$ cat src/rtl/clock_victim_pkg.sv
package clock_victim_pkg;

  typedef enum logic {
    ST_IDLE  = 1'b0,
    ST_SWEEP = 1'b1
  } sweepState_t;

  // strobes from control to datapath, all acting on the slot under the hand
  typedef struct packed {
    logic clearAtHand;   // lower the flag of the slot under the hand
    logic installAtHand; // raise the flag of the slot under the hand (new occupant)
    logic advanceHand;   // step the hand to the next slot
    logic emitVictim;    // capture the hand as victim and pulse valid
  } ctrlStrobe_t;

endpackage

$ cat src/rtl/clock_victim_dp.sv
module clock_victim_dp
  import clock_victim_pkg::*;
#(
  parameter int NUM_SLOTS = 8,
  localparam int IDX_W = (NUM_SLOTS > 1) ? $clog2(NUM_SLOTS) : 1
) (
  input  logic             clk,
  input  logic             rst_n,
  input  ctrlStrobe_t      strobe,
  input  logic             hitValid,
  input  logic [IDX_W-1:0] hitIdx,
  output logic             handFlag,
  output logic [IDX_W-1:0] handPos,
  output logic [NUM_SLOTS-1:0] useFlags,
  output logic             victimValid,
  output logic [IDX_W-1:0] victimIdx
);

  localparam logic [IDX_W-1:0] LAST_SLOT = IDX_W'(NUM_SLOTS - 1);

  logic [IDX_W-1:0] handNext;

  always_comb begin
    if (handPos == LAST_SLOT) handNext = '0;
    else                      handNext = handPos + IDX_W'(1);
  end

  assign handFlag = useFlags[handPos];

  // one flag per slot; hit has priority over the sweep clear
  for (genvar i = 0; i < NUM_SLOTS; i++) begin : g_flag
    logic atHand;
    logic hitHere;
    assign atHand  = (handPos == IDX_W'(i));
    assign hitHere = hitValid && (hitIdx == IDX_W'(i));

    always_ff @(posedge clk) begin
      if (!rst_n) begin
        useFlags[i] <= 1'b0;
      end else if (hitHere || (atHand && strobe.installAtHand)) begin
        useFlags[i] <= 1'b1;
      end else if (atHand && strobe.clearAtHand) begin
        useFlags[i] <= 1'b0;
      end
    end
  end

  always_ff @(posedge clk) begin
    if (!rst_n) begin
      handPos <= '0;
    end else if (strobe.advanceHand) begin
      handPos <= handNext;
    end
  end

  always_ff @(posedge clk) begin
    if (!rst_n) begin
      victimValid <= 1'b0;
      victimIdx   <= '0;
    end else begin
      victimValid <= strobe.emitVictim;
      if (strobe.emitVictim) victimIdx <= handPos;
    end
  end

endmodule

$ cat src/rtl/clock_victim_ctrl.sv
module clock_victim_ctrl
  import clock_victim_pkg::*;
(
  input  logic        clk,
  input  logic        rst_n,
  input  logic        faultReq,
  input  logic        handFlag,
  output ctrlStrobe_t strobe,
  output logic        busy
);

  sweepState_t state, stateNext;

  always_comb begin
    stateNext = state;
    strobe    = '0;
    unique case (state)
      ST_IDLE: begin
        if (faultReq) stateNext = ST_SWEEP;
      end
      ST_SWEEP: begin
        strobe.advanceHand = 1'b1;
        if (handFlag) begin
          strobe.clearAtHand = 1'b1;
        end else begin
          strobe.installAtHand = 1'b1;
          strobe.emitVictim    = 1'b1;
          stateNext            = ST_IDLE;
        end
      end
      default: stateNext = ST_IDLE;
    endcase
  end

  always_ff @(posedge clk) begin
    if (!rst_n) state <= ST_IDLE;
    else        state <= stateNext;
  end

  assign busy = (state == ST_SWEEP);

endmodule

$ cat src/rtl/clock_victim_sel.sv
module clock_victim_sel
  import clock_victim_pkg::*;
#(
  parameter int NUM_SLOTS = 8,
  localparam int IDX_W = (NUM_SLOTS > 1) ? $clog2(NUM_SLOTS) : 1
) (
  input  logic             clk,
  input  logic             rst_n,
  input  logic             hitValid,
  input  logic [IDX_W-1:0] hitIdx,
  input  logic             faultReq,
  output logic             busy,
  output logic             victimValid,
  output logic [IDX_W-1:0] victimIdx
);

  ctrlStrobe_t            strobe;
  logic                   handFlag;
  logic [IDX_W-1:0]       handPos;
  logic [NUM_SLOTS-1:0]   useFlags;

  clock_victim_ctrl u_ctrl (
    .clk      (clk),
    .rst_n    (rst_n),
    .faultReq (faultReq),
    .handFlag (handFlag),
    .strobe   (strobe),
    .busy     (busy)
  );

  clock_victim_dp #(.NUM_SLOTS(NUM_SLOTS)) u_dp (
    .clk         (clk),
    .rst_n       (rst_n),
    .strobe      (strobe),
    .hitValid    (hitValid),
    .hitIdx      (hitIdx),
    .handFlag    (handFlag),
    .handPos     (handPos),
    .useFlags    (useFlags),
    .victimValid (victimValid),
    .victimIdx   (victimIdx)
  );

endmodule

$ cat config.mk
export PLATFORM = sky130hd
export DESIGN_NAME = clock_victim_sel
export DESIGN_NICKNAME = d
export VERILOG_FILES = /design/src/rtl/clock_victim_pkg.sv /design/src/rtl/clock_victim_dp.sv /design/src/rtl/clock_victim_ctrl.sv /design/src/rtl/clock_victim_sel.sv
export SDC_FILE = /design/constraint.sdc
export NUM_CORES = 1
export LEC_CHECK = 0
export BUFFER_PORTS_ARGS = -buffer_cell sky130_fd_sc_hd__buf_4
export CAP_MARGIN = 25
export CORE_MARGIN = 10
export CORE_UTILIZATION = 30
export CTS_BUF_LIST = sky130_fd_sc_hd__clkbuf_4 sky130_fd_sc_hd__clkbuf_8 sky130_fd_sc_hd__clkbuf_16
export DETAILED_ROUTE_END_ITERATION = 10
export GPL_ROUTABILITY_DRIVEN = 1
export GPL_TIMING_DRIVEN = 0
export SYNTH_ARGS = -nofsm -noshare
export SYNTH_HDL_FRONTEND = slang
export SYNTH_SLANG_ARGS = --single-unit
$ cat constraint.sdc
create_clock -name clk -period 1.6 [get_ports clk]
set_input_delay 0 -clock clk [delete_from_list [all_inputs] [get_ports clk]]
set_output_delay 0 -clock clk [all_outputs]
set_load 0.05 [all_outputs]
==> flow_summary_export.csv <==
group,metric,value,unit
finish,n_fill_cell,291,
clock_tree,cts_sinks,16,
die,coreArea,2810,um2
route,routed-via-count,734,
synthesis,syn_nets,110,
synthesis,ys_seq_elements,16,
clock_tree,cts_tree,"yes",
global_route,grt_max_degree,11,
power_and_ir_drop,ir_worst_vdd,0.479,mV
global_route,antenna_found_initial,0,
clock_tree,cts_max_level,1,
synthesis,synthCells,97,
critical_path,cp_max_fo,9,
die,die_y,74.7,um
place,dpl-instance-area,1010,um2
clock_tree,cts.root.buffer_cell,"clkbuf_4",
sta,min_period_over_period,98.6,%
route,drt_first_pass_iters,4,
sta,rsz0062_at_grt,"yes",
route,drt_wl_total,1900,um
sta,setup_viol,0,
critical_path,critPathArrivalTime,1.76,ns
synthesis,syn_area,898,um2
global_route,grt_overflow_total,0,
clock_tree,cts.reportedPaths.clkPinSlew,0.09,ns
global_route,first_global_vias,705,
synthesis,synth.most_common_cell,"dfxtp_1",
critical_path,slowest_delay,0.54,ns
critical_path,cp-end-kind,"flop",
route,routed_via_density,5.21,
flow_run,maxCapViolCount,0,
critical_path,crit_family,"multiplexers",
critical_path,critPathKind,"flop to flop",
sta,hold_viol_final,0,
critical_path,startpoint_type,"flop",
route,wl_per_cell,13.5,um
synthesis,synth_common_cells,"dfxtp_1 (16), nand2_1 (14), mux2i_1 (10), nor2b_1 (10), nand3_1 (7)",
synthesis,synth.area.top_cells,"dfxtp_1 (36%), mux2i_1 (11%), ha_1 (8.4%), nor2b_1 (7.0%), nand2_1 (5.8%)",
global_route,grt_pass1_wl,3260,um
synthesis,avgSynthCellArea,9.26,um2
critical_path,r2r_start,"u_dp.handPos[0]",
critical_path,path_cells,"buf_8 -> mux2i_1 -> mux4_2 -> and2_4 -> mux2i_1",
die,die-area,5580,um2
synthesis,ys.flop_type,"dfxtp_1",
critical_path,timing.rr.end,"u_dp.victimIdx[0]",
synthesis,synth_edf_count,0,
global_route,grtUsageTotal,7.41,%
clock_tree,clk_latency,0.29,ns
power_and_ir_drop,p_total,0.000834,W
synthesis,async_reset_ff_share,0,%
route,drcViolationCount,0,
critical_path,crit_top_cell,"mux2i_1",
die,rows,19,
place,finalWeightedCongestion,0.793,
synthesis,yosysTopAreaCell,"dfxtp_1",
route,ant_nets,0,
finish,area_growth,16.3,%
critical_path,cp-startpoint,"u_dp.handPos[0]",
sta,skew,0.00151,ns
clock_tree,cts_hold_buffers,0,
worst_hold_path,min_delay_path_depth,4,
place,io_buffers,10,
die,dieWidth,74.7,um
worst_hold_path,hp-class,"input pin to flop",
worst_hold_path,worstHoldStart,"hitIdx[2]",
critical_path,cp.required,1.79,ns
sta,worstMarginPinSlew,0.460,ns
synthesis,synth_top_area_share,35.7,%
finish,nNetsFinal,125,
finish,layout-drive-gt1-share,19.1,%
clock_tree,clockBufferDepth,2,
place,dp_hpwl,1480,um
finish,final_cell_area,1040,um2
sta,slew_violations,0,
sta,fmax,0.634,GHz
sta,period_needed,1.58,ns
power_and_ir_drop,power_leakage,0.408,nW
synthesis,yosysSeqAreaShare,35.7,%
critical_path,reg2reg_slack,0.02,ns
critical_path,reg2regPathDepth,5,
route,drt_iter0_markers,81,
synthesis,ys_warn_count,0,
critical_path,critical_path_cell_count,5,
finish,diodes,0,
die,initial_core_util,32.0,%
die,io_pins,12,
synthesis,synth_cell_types,21,
clock_tree,numCtsBuffers,3,
worst_hold_path,holdPathEnd,"u_dp.useFlags[1]",
sta,relSlewSlack,69.3,%
critical_path,path_buf_inv,1,
critical_path,cp_slowest_cell,"mux4_2",
power_and_ir_drop,powerDensity,798,nW/um2
run_status,status,"completed",
==> report_power, final <==
group	leakage [nW]	internal, W	switching, W
Combinational	0.263	0.0000815	0.0000986
Clock	0.0138	0.0000875	0.000128
Sequential	0.131	0.000420	0.0000181
Total	0.408	0.000589	0.000245
==> cell families after synthesis <==
kind of cell    share of synthesized area, %
mux                                     16.2
fa+ha+maj                               8.36
buf+inv                                 4.60
simple gates                            21.4
flops                                   35.7
compound gates                          13.8
==> worst min-delay path: cells and delay by family <==
family                 cells  cell delay [ns]
AND/OR/NAND/NOR            2             0.13
buffers and inverters      1             0.08
AO/OA/AOI/OAI              1             0.07
==> per-layer routing <==
layer  GRT usage, %  up-vias  wire length (um)
li1               -      370                 -
met1           9.36      343               885
met2           11.3       19               842
met3           3.55        2               158
met4           1.26        0                12
met5              0        -                 0
==> cell usage in the layout (no fill, tap or decap), types with 2 or more instances in the layout <==
cell type,count
a21boi_0,5
a222oi_1,3
a22oi_1,2
a32oi_1,2
and2_1,2
buf_4,10
clkbuf_1,3
clkbuf_4,3
dfxtp_1,14
dfxtp_2,2
ha_1,6
inv_1,4
mux2i_1,10
mux4_2,2
nand2_1,14
nand3_1,7
nor2_1,3
nor2b_1,10
==> area by class of cell <==
type	count	area, um2	area share (%)
flip-flops and latches	16	323	30.9
inverters	4	15.0	1.44
plain buffers	5	31.3	2.99
well taps	31	38.8	3.71
repair buffers	10	75.1	7.19
clock buffers	3	22.5	2.16
multi-input cells	72	539	51.6
==> sequential cells by signal (all words and copies together) (netlist names) <==
name / flops
u_dp.handPos: 3
u_ctrl.busy: 1
u_dp.victimValid: 1
u_dp.useFlags: 8
u_dp.victimIdx: 3
==> worst max-delay path by stage <==
stage / endpoint
global placement: u_dp.victimIdx[1]
CTS: u_dp.victimIdx[0]
floorplan: u_dp.useFlags[7]
global route: u_dp.victimIdx[0]
finish: u_dp.victimIdx[0]
detailed placement: u_dp.victimIdx[0]
==> through the flow <==
stage | setup slack [ns] | utilization, % | hold slack (ns) | setup TNS [ns] | cells
global placement | 0.00429 | 36.1 | 0.332 | 0 | 138
detailed placement | -0.00707 | 36.1 | 0.343 | -0.00977 | 138
CTS | 0.0221 | 37.0 | 0.0438 | 0 | 141
finish | 0.0232 | 37.2 | 0.0370 | 0 | 141
global route | -0.0641 | 37.2 | 0.0794 | -0.173 | 141
floorplan | 0.117 | - | 0.192 | 0 | 97
==> what timing repair did <==
item | CTS | global route
setup buffers | 0 | 0
gates resized for setup | 2 | 4
pin swaps | 0 | 0
endpoints found under the setup margin | 5 | 3
No activity file was read; power rests on OpenSTA's default activity.
